<file path="src/rtl/azs_pkg.sv">
package azs_pkg;
  typedef enum logic {
    AZS_IDLE  = 1'b0,
    AZS_DRAIN = 1'b1
  } azs_state_e;

  function automatic int azs_addr_w(input int n);
    return (n > 1) ? $clog2(n) : 1;
  endfunction
endpackage

</file>
<file path="src/rtl/azs_stage.sv">
module azs_stage #(
  parameter int AW  = 4,
  parameter int IDX = 0
) (
  input  logic          clk_i,
  input  logic          rst_ni,
  input  logic          load_i,
  input  logic          hit_i,
  input  logic          shift_i,
  input  logic          up_vld_i,
  input  logic [AW-1:0] up_addr_i,
  output logic          dn_vld_o,
  output logic [AW-1:0] dn_addr_o,
  output logic          byp_o
);
  localparam logic [AW-1:0] SELF_ADDR = AW'(IDX);

  logic          byp_q;
  logic [AW-1:0] addr_q;

  always_ff @(posedge clk_i or negedge rst_ni) begin
    if (!rst_ni) begin
      byp_q  <= 1'b1;
      addr_q <= '0;
    end else if (load_i) begin
      byp_q  <= ~hit_i;
      addr_q <= SELF_ADDR;
    end else if (shift_i && !byp_q) begin
      // take next live word from upstream; go transparent when none is left
      byp_q  <= ~up_vld_i;
      addr_q <= up_addr_i;
    end
  end

  // transparent when bypassed
  assign dn_vld_o  = byp_q ? up_vld_i  : 1'b1;
  assign dn_addr_o = byp_q ? up_addr_i : addr_q;
  assign byp_o     = byp_q;
endmodule

</file>
<file path="src/rtl/azs_chain.sv">
module azs_chain #(
  parameter int N  = 16,
  parameter int AW = 4
) (
  input  logic          clk_i,
  input  logic          rst_ni,
  input  logic          load_i,
  input  logic [N-1:0]  pattern_i,
  input  logic          shift_i,
  output logic          head_vld_o,
  output logic [AW-1:0] head_addr_o,
  output logic          empty_o
);
  logic [N:0]         link_vld;
  logic [AW-1:0]      link_addr [N+1];
  logic [N-1:0]       byp;

  assign link_vld[N]  = 1'b0;
  assign link_addr[N] = '0;

  for (genvar k = 0; k < N; k++) begin : g_stage
    azs_stage #(.AW(AW), .IDX(k)) i_stage (
      .clk_i    (clk_i),
      .rst_ni   (rst_ni),
      .load_i   (load_i),
      .hit_i    (pattern_i[k]),
      .shift_i  (shift_i),
      .up_vld_i (link_vld[k+1]),
      .up_addr_i(link_addr[k+1]),
      .dn_vld_o (link_vld[k]),
      .dn_addr_o(link_addr[k]),
      .byp_o    (byp[k])
    );
  end

  assign head_vld_o  = link_vld[0];
  assign head_addr_o = link_addr[0];
  assign empty_o     = &byp;
endmodule

</file>
<file path="src/rtl/azs_ctrl.sv">
module azs_ctrl
  import azs_pkg::*;
(
  input  logic clk_i,
  input  logic rst_ni,
  input  logic load_i,
  input  logic empty_i,
  output logic load_go_o,
  output logic shift_o,
  output logic busy_o,
  output logic done_o
);
  azs_state_e state_q, state_d;

  always_comb begin
    state_d = state_q;
    unique case (state_q)
      AZS_IDLE:  if (load_i)  state_d = AZS_DRAIN;
      AZS_DRAIN: if (empty_i) state_d = AZS_IDLE;
      default:                state_d = AZS_IDLE;
    endcase
  end

  always_ff @(posedge clk_i or negedge rst_ni) begin
    if (!rst_ni) state_q <= AZS_IDLE;
    else         state_q <= state_d;
  end

  assign load_go_o = load_i && (state_q == AZS_IDLE);
  assign shift_o   = (state_q == AZS_DRAIN);
  assign busy_o    = (state_q == AZS_DRAIN);
  assign done_o    = (state_q == AZS_DRAIN) && empty_i;
endmodule

</file>
<file path="src/rtl/azs_top.sv">
module azs_top #(
  parameter int N = 16
) (
  input  logic                             clk_i,
  input  logic                             rst_ni,
  input  logic                             load_i,
  input  logic [N-1:0]                     pattern_i,
  output logic                             busy_o,
  output logic                             valid_o,
  output logic [azs_pkg::azs_addr_w(N)-1:0] addr_o,
  output logic                             done_o
);
  localparam int AW = azs_pkg::azs_addr_w(N);

  logic          load_go, shift, empty, busy;
  logic          head_vld;
  logic [AW-1:0] head_addr;

  azs_ctrl i_ctrl (
    .clk_i    (clk_i),
    .rst_ni   (rst_ni),
    .load_i   (load_i),
    .empty_i  (empty),
    .load_go_o(load_go),
    .shift_o  (shift),
    .busy_o   (busy),
    .done_o   (done_o)
  );

  azs_chain #(.N(N), .AW(AW)) i_chain (
    .clk_i      (clk_i),
    .rst_ni     (rst_ni),
    .load_i     (load_go),
    .pattern_i  (pattern_i),
    .shift_i    (shift),
    .head_vld_o (head_vld),
    .head_addr_o(head_addr),
    .empty_o    (empty)
  );

  assign busy_o  = busy;
  assign valid_o = busy && head_vld;
  assign addr_o  = head_addr;
endmodule

</file>
<file path="config.mk">
export PLATFORM = sky130hd
export DESIGN_NAME = azs_top
export DESIGN_NICKNAME = d
export VERILOG_FILES = /design/src/rtl/azs_pkg.sv /design/src/rtl/azs_stage.sv /design/src/rtl/azs_chain.sv /design/src/rtl/azs_ctrl.sv /design/src/rtl/azs_top.sv
export SDC_FILE = /design/constraint.sdc
export NUM_CORES = 1
export LEC_CHECK = 0
export ABC_AREA = 0
export BUFFER_PORTS_ARGS = -buffer_cell sky130_fd_sc_hd__buf_2
export CAP_MARGIN = 20
export CORE_ASPECT_RATIO = 0.6
export CORE_MARGIN = 3
export CORE_UTILIZATION = 61
export CTS_CLUSTER_DIAMETER = 100
export DETAILED_ROUTE_END_ITERATION = 10
export PLACE_DENSITY = 0.82
export SLEW_MARGIN = 20
export SYNTH_ARGS = -nofsm -noshare
export SYNTH_HDL_FRONTEND = slang
export SYNTH_SLANG_ARGS = --single-unit
</file>
<file path="constraint.sdc">
create_clock -name clk_i -period 2.4 [get_ports clk_i]
set_clock_uncertainty 0.1 [all_clocks]
set_input_delay 0.24 -clock clk_i [delete_from_list [all_inputs] [get_ports clk_i]]
set_output_delay 0.24 -clock clk_i [all_outputs]
set_load 0.005 [all_outputs]
</file>
# ---- Yosys cells after proc, flatten, opt, wreduce, memory -nomap -nowiden
# Cells that the tools add are included.
dict set report totals {
  in_bits 19
  ff_bits 81
  word_cells 215
  output_inout_bits 7
}
dict set report classes {
  n_mux 99
  n_reduce_logical 52
  bitwise 31
}
# op count
set ops {}
lappend ops {{$mux 4} 48}
lappend ops {{$mux 1} 50}
lappend ops {{$reduce_bool 2->1} 16}
lappend ops {{$not 1->1} 31}
lappend ops {{$logic_and 1x1->1} 19}
lappend ops {{$logic_not 1->1} 16}
lappend ops {{$reduce_and 16->1} 1}
lappend ops {{$pmux 1 s2} 1}

# ---- Longest topological paths before layout
# Gate-level depths: netlist of the first run.
dict set report depth {
  ltp_word 18
  ltp_mapped 8
}

# ---- By module
# A second synthesis of the first run with hierarchy kept.
dict set report hier_totals {
  cells_unflattened 461
  area_unflattened_um2 5328.9
}
# module cells_each instances area_each_um2
set modules_own_cells {}
lappend modules_own_cells {{azs_stage (i_chain.g_stage[10].i_stage ...)} 28 6 320.3}
lappend modules_own_cells {{azs_stage (i_chain.g_stage[1].i_stage ...)} 28 4 354.1}
lappend modules_own_cells {{azs_stage (i_chain.g_stage[11].i_stage ...)} 28 4 315.3}
lappend modules_own_cells {{azs_stage (i_chain.g_stage[0].i_stage)} 27 1 320.3}
lappend modules_own_cells {{azs_stage (i_chain.g_stage[15].i_stage)} 29 1 301.5}
lappend modules_own_cells {azs_ctrl 6 1 60.1}
lappend modules_own_cells {azs_chain 6 1 41.3}
lappend modules_own_cells {azs_top 1 1 6.3}

# ---- Worst setup path before layout of the first run
# Ideal clock, no wire load.
dict set report synth_path {
  path_type {register to output}
  start {reg i_chain.g_stage[14].i_stage.byp_q}
  end {out addr_o[2] in the netlist's numbering}
  setup_slack_ns 0.521
  arrival_ns 1.539
  path_stages_with_launch 8
  cell_sequence {dfstp_2 buf_4 nand2b_4 nand3_4 a21oi_4 o21ai_2 o31ai_4 o21ai_1}
}
dict set report synth_via {
  elab_chain_cells 15
}
# item line_no
set synth_lines {}
lappend synth_lines {{start: declaration} azs_stage.sv:18} ;# logic byp_q;
lappend synth_lines {{start signal: assignment} azs_stage.sv:26} ;# byp_q <= ~hit_i;
lappend synth_lines {{start signal: assignment} azs_stage.sv:30} ;# byp_q <= ~up_vld_i;
lappend synth_lines {{$mux 4 (15 in a row)} azs_stage.sv:37} ;# assign dn_addr_o = byp_q ? up_addr_i : addr_q;
lappend synth_lines {{end: declaration} azs_top.sv:10} ;# output logic [azs_pkg::azs_addr_w(N)-1:0] addr_o,
# No other way between the ends.

# ---- Final worst setup path of the first run
dict set report layout_path {
  start {reg i_chain.g_stage[10].i_stage.byp_q}
  end {out addr_o[2] in the netlist's numbering}
}
dict set report layout_via {
  elab_chain_cells 11
}
# item line_no
set layout_lines {}
lappend layout_lines {{start: declaration} azs_stage.sv:18}
lappend layout_lines {{start signal: assignment} azs_stage.sv:26}
lappend layout_lines {{start signal: assignment} azs_stage.sv:30}
lappend layout_lines {{$mux 4 (11 in a row)} azs_stage.sv:37}
# No other way between the ends.

==> results of run 1 <==
==> what timing repair did <==
action,in CTS,in global routing
resized for setup,21,2
endpoints found under the hold margin,46,0
endpoints found under the setup margin,5,6
pin swaps,13,7
hold buffers,15,0
buffers inserted,31,7
==> critical path, delay by kind of cell, from the launching register on <==
kind	cells	cell delay, ps
buf+inv	2	270
flops	1	670
compound gates	4	630
simple gates	2	320
==> path summary, 6_finish.rpt <==
| check | slack (ps) | depth (start not counted) | startpoint | end |
|---|---|---|---|---|
| setup / recovery | -180 | 8 | i_chain.g_stage[10].i_stage.byp_o | addr_o[2] |
| hold / removal | 40 | 4 | pattern_i[15] | i_chain.g_stage[15].i_stage.byp_o |
| setup reg to reg | 90 | 10 | i_chain.g_stage[10].i_stage.byp_o | i_chain.g_stage[1].i_stage.addr_q[2] |
| hold reg to reg | 400 | 2 | i_chain.g_stage[7].i_stage.addr_q[3] | i_chain.g_stage[7].i_stage.addr_q[3] |
| max in group asynchronous | 1160 | 3 | rst_ni | i_chain.g_stage[0].i_stage.byp_o |
| min in group asynchronous | 330 | 2 | rst_ni | i_chain.g_stage[11].i_stage.addr_q[1] |
==> state kept, by name (all words and copies together) (netlist names) <==
register and count:
i_chain.g_stage.i_stage.byp_o 16, i_ctrl.busy_o 1, i_chain.g_stage.i_stage.addr_q 57
==> power groups by stage <==
stage / Combinational (uW) / Sequential (uW) / Clock (uW)
3_3_place_gp: 3220 / 2340 / 0
5_1_grt: 4770 / 2410 / 1630
3_5_place_dp: 3320 / 2360 / 0
2_1_floorplan: 2690 / 2050 / 0
4_1_cts: 4040 / 2310 / 1570
6_report: 4490 / 2360 / 1560
==> cells by family after synthesis <==
group                  after synthesis
flip-flops                          74
buffers and inverters               48
AND/OR/NAND/NOR                    174
multiplexers                         9
AO/OA/AOI/OAI                      186
==> layer usage <==
layer | share of wire [%] | wire length (um) | up-vias | global-route usage, %
met5 | 0 | 0 | - | 0
met4 | 4.2 | 589 | 0 | 15.23
met3 | 14 | 1926 | 81 | 10.89
met2 | 42 | 5855 | 407 | 46.79
met1 | 40 | 5487 | 2058 | 47.44
li1 | - | - | 1896 | -
==> final cells by class <==
| cell class | count | area share, % |
|---|---|---|
| clock inverters | 7 | 2.164 |
| well taps | 87 | 2.003 |
| clock buffers | 9 | 4.144 |
| inverters | 14 | 0.9669 |
| flip-flops and latches | 74 | 34.58 |
| repair buffers | 94 | 12.82 |
| multi-input cells | 369 | 43.32 |
==> through the flow <==
step / setup slack, ps / TNS [ps]
final: -182.6 / -523.9
after global routing: -239.6 / -936.0
after CTS: -27.10 / -53.08
after detailed placement: 211.4 / 0
after global placement: 267.8 / 0
after floorplan: 521.3 / 0
==> cells in the final DEF (no fill, tap or decap), types with 5 or more instances in the layout <==
cell,count
clkbuf_16,9
nor3b_1,6
mux2i_1,9
nand3_1,11
a22oi_1,5
a21oi_1,57
nand2b_1,18
nand3b_1,11
buf_4,52
o31ai_4,5
dfrtp_1,58
buf_2,25
nor2_1,46
o21ai_0,47
nor3_1,9
inv_1,13
dlygate4sd3_1,15
dfstp_2,14
nand2_1,48
o21ai_1,23
==> flow_metrics.py, run 1 <==
metrics = {
    "status": {
        "status": "complete, but fails checks",
        "violations": "setup timing",
    },
    "cells_and_area": {
        "regArea_um2": 1879,
        "final-instance-count-excl-fill": 654,
        "utilization_pct": 80.03,
        "design_area_um2": 5435,
        "fillers": 405,
        "syn_to_final_growth_pct": 24.90,
        "multi_input_area_um2": 2355,
        "diodes": 0,
        "nNetsFinal": 581,
        "drive_gt1_share_pct": 27.69,
    },
    "worst_setup_path": {
        "cp_cell_sequence": "buf_6 > nor3b_2 > o2bb2ai_2 > nand3_1 > o21ai_2 > o31ai_4 > o21ai_1 > buf_2",
        "max_stage_delay_ps": 670,
        "startpoint_type": "flip-flop",
        "worstPathArrival_ps": 2240,
        "cp-end-kind": "output port",
        "cp_max_fo": 7,
        "cpMaxStageDelayCell": "dfstp_4",
        "worst-endpoint-required_ps": 2060,
        "path_class": "reg -> out",
    },
    "clock_tree": {
        "clk_latency_ps": 350,
        "cts_tree": "done",
        "cts_root_buffer": "clkbuf_16",
        "clk_transition_reported_paths_ps": 60,
        "ctsLongestPathBuffers": 2,
        "cts_buffers": 9,
        "clock_sinks": 74,
        "cts_max_level": 3,
    },
    "flow_run": {
        "drv_cap": 0,
    },
    "sta": {
        "slew_headroom_pct": 41.47,
        "max_freq_mhz": 387.2,
        "setup_viol": 6,
        "finalMaxSlewViolations": 0,
        "setup_ws_ps": -182.6,
        "hold_violations": 0,
        "tightestPinTransition_ps": 875.8,
        "layout_min_cycle_time_ps": 2583,
        "rsz0062_at_grt": "yes",
        "holdWs_ps": 42.06,
        "period_share_pct": 107.6,
    },
    "yosys": {
        "synthArstFlopShare_pct": 100.0,
        "synth_top_family_by_area": "compound AO/OA/AOI/OAI gates",
        "synth_edf_count": 0,
        "syn_avg_cell_area_um2": 8.863,
        "synthFlopType": "dfrtp_1",
        "netlist_instances": 491,
        "post-synth-top-count-cell": "a21oi_1",
        "syn_area_um2": 4352,
        "synth-simple-area-share_pct": 21.79,
        "synth-seq-cells": 74,
        "ys_warn_count": 0,
        "yosysSeqAreaShare_pct": 43.01,
        "yosys-top-cells-area": "dfrtp_1 (33%), dfstp_2 (9.7%), a21oi_1 (6.8%)",
        "synthTopCellsByCount": "a21oi_1 (59), dfrtp_1 (58), nand2_1 (48), o21ai_0 (48), nor2_1 (46)",
        "synth_xor_area_share_pct": 0,
        "synthesis.nets": 510,
        "yosysTopAreaCellShare_pct": 33.35,
        "synth_cell_types": 56,
        "synth_top_area_cell": "dfrtp_1",
        "synthMuxAreaShare_pct": 2.070,
        "synth-compound-area-share_pct": 27.57,
        "synth_fa_ha_area_share_pct": 0,
    },
    "hold_path": {
        "hold_path.class": "in -> reg",
    },
    "grt": {
        "grtUsageTotal_pct": 33.45,
        "overflow": 0,
        "antenna_found_initial": 0,
        "grt_pass1_wl_um": 20990,
        "grt_max_degree": 43,
        "grt_pass1_vias": 4081,
    },
    "floorplanning": {
        "rows": 23,
        "dieHeight_um": 71.43,
        "core_um2": 6792,
        "dieArea_um2": 8217,
        "initial_core_util_pct": 64.08,
        "io_pins": 26,
        "die_w_um": 115.0,
    },
    "power": {
        "p_clk_share_pct": 18.6,
        "power_uw": 8416,
        "swShare_pct": 44.03,
        "cellLeakagePower_uw": 0.002426,
        "peakVddDrop_mv": 0.6827,
        "internal_power_uw": 4711,
        "comb_power_share_pct": 53.3,
        "p_sw_uw": 3706,
        "power_density_nw_per_um2": 1549,
        "seqPwrFrac_pct": 28.1,
    },
    "drt": {
        "first_pass_iters": 8,
        "avgRoutedWirePerCell_um": 21.19,
        "viasPerCell": 6.792,
        "via_count": 4442,
        "drtIter0Drc": 710,
        "drtAntennaViolNets": 0,
        "finalWirelength_um": 13860,
        "route.detailed.drc": 0,
    },
    "placed_design": {
        "dp.cells": 585,
        "place_congestion": 0.9160,
        "dpl-instance-area_um2": 4522,
        "hpwl_um": 7947,
        "numPortBuffers": 25,
    },
}
(Power assumes the default switching activity.)
==> run 2: changes to the inputs <==
--- a/config.mk
+++ b/config.mk
@@ -14,6 +14,7 @@
 export CTS_CLUSTER_DIAMETER = 100
 export DETAILED_ROUTE_END_ITERATION = 10
 export PLACE_DENSITY = 0.82
+export SKIP_LAST_GASP = 1
 export SLEW_MARGIN = 20
 export SYNTH_ARGS = -nofsm -noshare
 export SYNTH_HDL_FRONTEND = slang
==> flow_metrics.py, run 2 (synthesis gave the netlist of run 1 again) <==
metrics = {
    "sta": {
        "finalMaxSlewViolations": 0,
        "tightestPinTransition_ps": 838.7,
        "hold_violations": 0,
        "slew_headroom_pct": 43.95,
        "layout_min_cycle_time_ps": 2552,
        "period_share_pct": 106.4,
        "rsz0062_at_grt": "yes",
        "setup_viol": 6,
        "setup_ws_ps": -152.4,
        "fin_tns_setup_ps": -408.1,
        "max_freq_mhz": 391.8,
    },
    "worst_setup_path": {
        "cp_cell_sequence": "o21ai_0 > o21ai_0 > o31ai_4 > o31ai_4 > o21ai_1 > buf_2",
        "cpMaxStageDelayCell": "dfstp_2",
        "rr_endpoint": "i_chain.g_stage[1].i_stage.addr_q[2]",
        "path_class": "reg -> out",
        "cp-end-kind": "output port",
        "reg2reg_from": "i_chain.g_stage[10].i_stage.byp_o",
        "max_stage_delay_ps": 710,
        "worst-endpoint-required_ps": 2060,
        "startpoint_type": "flip-flop",
        "cp_max_fo": 15,
        "worstPathArrival_ps": 2210,
        "r2r_cells": 10,
        "regToRegSetupSlack_ps": 160,
    },
    "cells_and_area": {
        "nNetsFinal": 582,
        "layout_commonest_cell": "dfrtp_1",
        "syn_to_final_growth_pct": 24.90,
        "drive_gt1_share_pct": 27.64,
        "utilization_pct": 80.03,
        "fillers": 406,
        "largest_reg_flops": 57,
        "diodes": 0,
        "final-instance-count-excl-fill": 655,
        "top_register": "i_chain.g_stage.i_stage.addr_q",
        "layout_common_cells": "dfrtp_1 (58), a21oi_1 (57), buf_4 (53)",
    },
    "placed_design": {
        "numPortBuffers": 25,
        "dp.cells": 585,
        "dp_slack_ps": 211.4,
        "place_congestion": 0.9160,
        "hpwl_um": 7947,
    },
    "status": {
        "violations": "setup timing",
        "status": "complete, but fails checks",
    },
    "drt": {
        "via_count": 4421,
        "drtAntennaViolNets": 0,
        "first_pass_iters": 6,
        "viasPerCell": 6.750,
        "finalWirelength_um": 13500,
        "drtIter0Drc": 941,
        "avgRoutedWirePerCell_um": 20.62,
        "route.detailed.drc": 0,
    },
    "power": {
        "power_uw": 8384,
        "p_sw_uw": 3658,
        "p_clk_share_pct": 18.7,
        "comb_power_share_pct": 53.1,
        "internal_power_uw": 4726,
        "peakVddDrop_mv": 0.6803,
        "swShare_pct": 43.63,
        "cellLeakagePower_uw": 0.002422,
        "power_density_nw_per_um2": 1542,
        "seqPwrFrac_pct": 28.2,
    },
    "hold_path": {
        "holdPathStages": 4,
        "hold_end": "i_chain.g_stage[15].i_stage.byp_o",
        "hold_start": "pattern_i[15]",
        "hold_path.class": "in -> reg",
    },
    "clock_tree": {
        "cts_root_buffer": "clkbuf_16",
        "clock_sinks": 74,
        "ctsLongestPathBuffers": 2,
        "clk_latency_ps": 350,
        "clk_transition_reported_paths_ps": 60,
        "cts_max_level": 3,
        "cts_tree": "done",
        "cts_buffers": 9,
    },
    "floorplanning": {
        "initial_core_util_pct": 64.08,
        "io_pins": 26,
        "core_um2": 6792,
        "rows": 23,
        "dieArea_um2": 8217,
        "die_w_um": 115.0,
        "dieHeight_um": 71.43,
    },
    "grt": {
        "grtUsageTotal_pct": 33.47,
        "grt_max_degree": 43,
        "overflow": 0,
        "antenna_found_initial": 0,
        "grt_pass1_vias": 4080,
        "grt_pass1_wl_um": 21000,
    },
    "flow_run": {
        "drv_cap": 0,
    },
}
## run 2: cell types whose count changed in the layout (fill, tap and decap cells not counted)
cell | before | now
o21ai_0 | 47 | 48
nand2b_4 | 3 | 2
o21ai_1 | 23 | 22
nand2b_1 | 18 | 19
buf_4 | 52 | 53
## run 2: worst max path at each step
stage	from	to	slack, ps	depth (start not counted)
detailed placement	i_chain.g_stage[12].i_stage.byp_o	addr_o[3]	210	7
global placement	i_chain.g_stage[11].i_stage.byp_o	addr_o[3]	270	6
global route	i_chain.g_stage[9].i_stage.byp_o	addr_o[1]	-190	7
finish	i_chain.g_stage[7].i_stage.byp_o	addr_o[3]	-150	6
floorplan	i_chain.g_stage[14].i_stage.byp_o	addr_o[2]	520	7
CTS	i_chain.g_stage[11].i_stage.byp_o	addr_o[3]	-30	7
## run 2: layout make-up
| class | count | area [um2] | area share (%) |
|---|---|---|---|
| flip-flops and latches | 74 | 1879 | 34.58 |
| multi-input cells | 369 | 2347 | 43.19 |
| clock inverters | 7 | 117.6 | 2.164 |
| well taps | 87 | 108.9 | 2.003 |
| clock buffers | 9 | 225.2 | 4.144 |
| repair buffers | 95 | 704.4 | 12.96 |
| inverters | 14 | 52.55 | 0.9669 |
## run 2: metal layers
layer | global-route usage (%) | vias to the layer above | share of wire, %
met5 | 0 | - | 0
met4 | 15.23 | 0 | 3.4
met3 | 10.89 | 61 | 14
met2 | 46.79 | 381 | 42
met1 | 47.50 | 2080 | 41
li1 | - | 1899 | -
## run 2: power by group through the flow
stage	clock network [uW]	registers, uW	logic (uW)
after detailed placement	0	2360	3320
after floorplan	0	2050	2690
after global placement	0	2340	3220
after global routing	1630	2410	4750
final	1570	2360	4450
after CTS	1570	2300	4030
## run 2: what timing repair did
action	4_1_cts	5_1_grt
hold buffers	15	0
endpoints found under the setup margin	5	6
buffers inserted	31	8
pin swaps	13	7
resized for setup	19	2
hold endpoints to repair	46	0
## run 2: critical path: cells and delay by family, from the launching register on
kind / cells / cell delay (ps)
buffers and inverters: 1 / 140
DFF: 1 / 710
AOI/OAI and AO/OA: 5 / 1030
## run 2: stage by stage
| stage | hold WS [ps] | instance area, um2 |
|---|---|---|
| final | 37.67 | 5435 |
| after CTS | 35.15 | 5348 |
| after global routing | 87.62 | 5435 |
| after global placement | 151.8 | 4522 |
| after floorplan | -155.6 | 4352 |
| after detailed placement | 159.8 | 4522 |
==> run 3: changes to the inputs <==
--- a/config.mk
+++ b/config.mk
@@ -14,6 +14,7 @@
 export CTS_CLUSTER_DIAMETER = 100
 export DETAILED_ROUTE_END_ITERATION = 10
 export PLACE_DENSITY = 0.82
+export SKIP_CTS_REPAIR_TIMING = 1
 export SKIP_LAST_GASP = 1
 export SLEW_MARGIN = 20
 export SYNTH_ARGS = -nofsm -noshare
==> flow_metrics.py, run 3 (synthesis gave the netlist of run 1 again) <==
metrics = {
    "status": {
        "status": "complete, but fails checks",
        "violations": "setup timing",
    },
    "sta": {
        "layout_min_cycle_time_ps": 2550,
        "fin_tns_setup_ps": -493.4,
        "rsz0062_at_grt": "yes",
        "hold_violations": 0,
        "slew_headroom_pct": 42.47,
        "setup_ws_ps": -150.3,
        "max_freq_mhz": 392.1,
        "setup_viol": 6,
        "period_share_pct": 106.3,
        "finalMaxSlewViolations": 0,
        "tightestPinTransition_ps": 860.9,
    },
    "cells_and_area": {
        "largest_reg_flops": 57,
        "multi_input_area_um2": 2395,
        "nNetsFinal": 577,
        "layout_commonest_cell": "dfrtp_1",
        "syn_to_final_growth_pct": 24.87,
        "drive_gt1_share_pct": 27.53,
        "layout_common_cells": "dfrtp_1 (58), a21oi_1 (57), nand2_1 (47), o21ai_0 (47)",
        "diodes": 0,
        "utilization_pct": 80.01,
        "regArea_um2": 1883,
        "top_register": "i_chain.g_stage.i_stage.addr_q",
        "fillers": 419,
    },
    "worst_setup_path": {
        "reg2reg_from": "i_chain.g_stage[10].i_stage.byp_o",
        "r2r_cells": 7,
        "regToRegSetupSlack_ps": 240,
        "worst-endpoint-required_ps": 2060,
        "path_class": "reg -> out",
        "startpoint_type": "flip-flop",
        "rr_endpoint": "i_chain.g_stage[4].i_stage.addr_q[3]",
        "worstPathArrival_ps": 2210,
        "cp_max_fo": 7,
        "cp-end-kind": "output port",
    },
    "power": {
        "power_density_nw_per_um2": 1535,
        "peakVddDrop_mv": 0.6916,
        "cellLeakagePower_uw": 0.002416,
    },
    "clock_tree": {
        "ctsLongestPathBuffers": 2,
        "clk_transition_reported_paths_ps": 70,
        "cts_buffers": 9,
        "clock_sinks": 74,
        "clk_latency_ps": 350,
        "cts_root_buffer": "clkbuf_16",
        "cts_tree": "done",
        "cts_max_level": 3,
    },
    "drt": {
        "drtIter0Drc": 729,
        "route.detailed.drc": 0,
        "avgRoutedWirePerCell_um": 21.26,
        "via_count": 4367,
        "drtAntennaViolNets": 0,
        "first_pass_iters": 6,
        "viasPerCell": 6.718,
        "finalWirelength_um": 13820,
    },
    "hold_path": {
        "hold_end": "i_chain.g_stage[15].i_stage.byp_o",
        "hold_path.class": "in -> reg",
        "hold_start": "pattern_i[15]",
        "holdPathStages": 4,
    },
    "floorplanning": {
        "dieHeight_um": 71.43,
        "dieArea_um2": 8217,
        "die_w_um": 115.0,
        "core_um2": 6792,
        "initial_core_util_pct": 64.08,
        "io_pins": 26,
        "rows": 23,
    },
    "placed_design": {
        "numPortBuffers": 25,
        "place_congestion": 0.9160,
        "dp_slack_ps": 211.4,
        "hpwl_um": 7947,
    },
    "grt": {
        "grt_max_degree": 43,
        "grt_pass1_vias": 3614,
        "grtUsageTotal_pct": 29.24,
        "grt_pass1_wl_um": 18520,
        "overflow": 0,
        "antenna_found_initial": 0,
    },
    "flow_run": {
        "drv_cap": 0,
    },
}
## run 3: changes by cell type in the layout (fill, tap and decap cells not counted), sizes merged
cell | previous run | this run
buf | 80 | 72
clkbuf | 9 | 12
## run 3: critical path, cell delays in order (launching register included)
cell and delay (ps):
dfstp_4 700, inv_2 70, a31oi_1 190, a21oi_2 100, o31ai_4 370, o31ai_4 110, o21ai_1 160, buf_2 140
## run 3: where the power goes
group          internal, uW  total (uW)  switching, uW
sequential             1810        2370            562
clock                  1010        1570            555
combinational          1840        4410           2570
## run 3: worst max-delay path by stage
stage,end,depth (start not counted),from,slack [ps]
detailed placement,addr_o[3],7,i_chain.g_stage[12].i_stage.byp_o,210
global placement,addr_o[3],6,i_chain.g_stage[11].i_stage.byp_o,270
CTS,addr_o[3],7,i_chain.g_stage[12].i_stage.byp_o,-220
global route,addr_o[0],7,i_chain.g_stage[12].i_stage.byp_o,-210
floorplan,addr_o[2],7,i_chain.g_stage[14].i_stage.byp_o,520
finish,addr_o[3],7,i_chain.g_stage[11].i_stage.byp_o,-150
## run 3: per-stage QoR
step / cells / hold slack, ps / cell area (um2) / total power, uW
finish: 650 / 32.53 / 5434 / 8343
global route: 650 / 88.14 / 5434 / 8759
CTS: 601 / -205.5 / 4865 / 7285
detailed placement: 585 / 159.8 / 4522 / 5682
global placement: 585 / 151.8 / 4522 / 5561
floorplan: 491 / -155.6 / 4352 / 4740
## run 3: layout make-up
| class | instances | share of cell area (%) |
|---|---|---|
| Tap cell | 87 | 2.003 |
| Clock inverter | 7 | 2.164 |
| Multi-Input combinational cell | 369 | 44.07 |
| Inverter | 14 | 0.9671 |
| Sequential cell | 74 | 34.65 |
| Clock buffer | 9 | 4.145 |
| Timing Repair Buffer | 90 | 12.00 |
## run 3: per-layer routing
layer	global-route usage (%)	vias up	routed length, um
met5	0	-	0
met4	10.16	0	530
met3	9.620	66	1937
met2	39.68	362	5905
met1	43.81	2049	5445
li1	-	1890	-
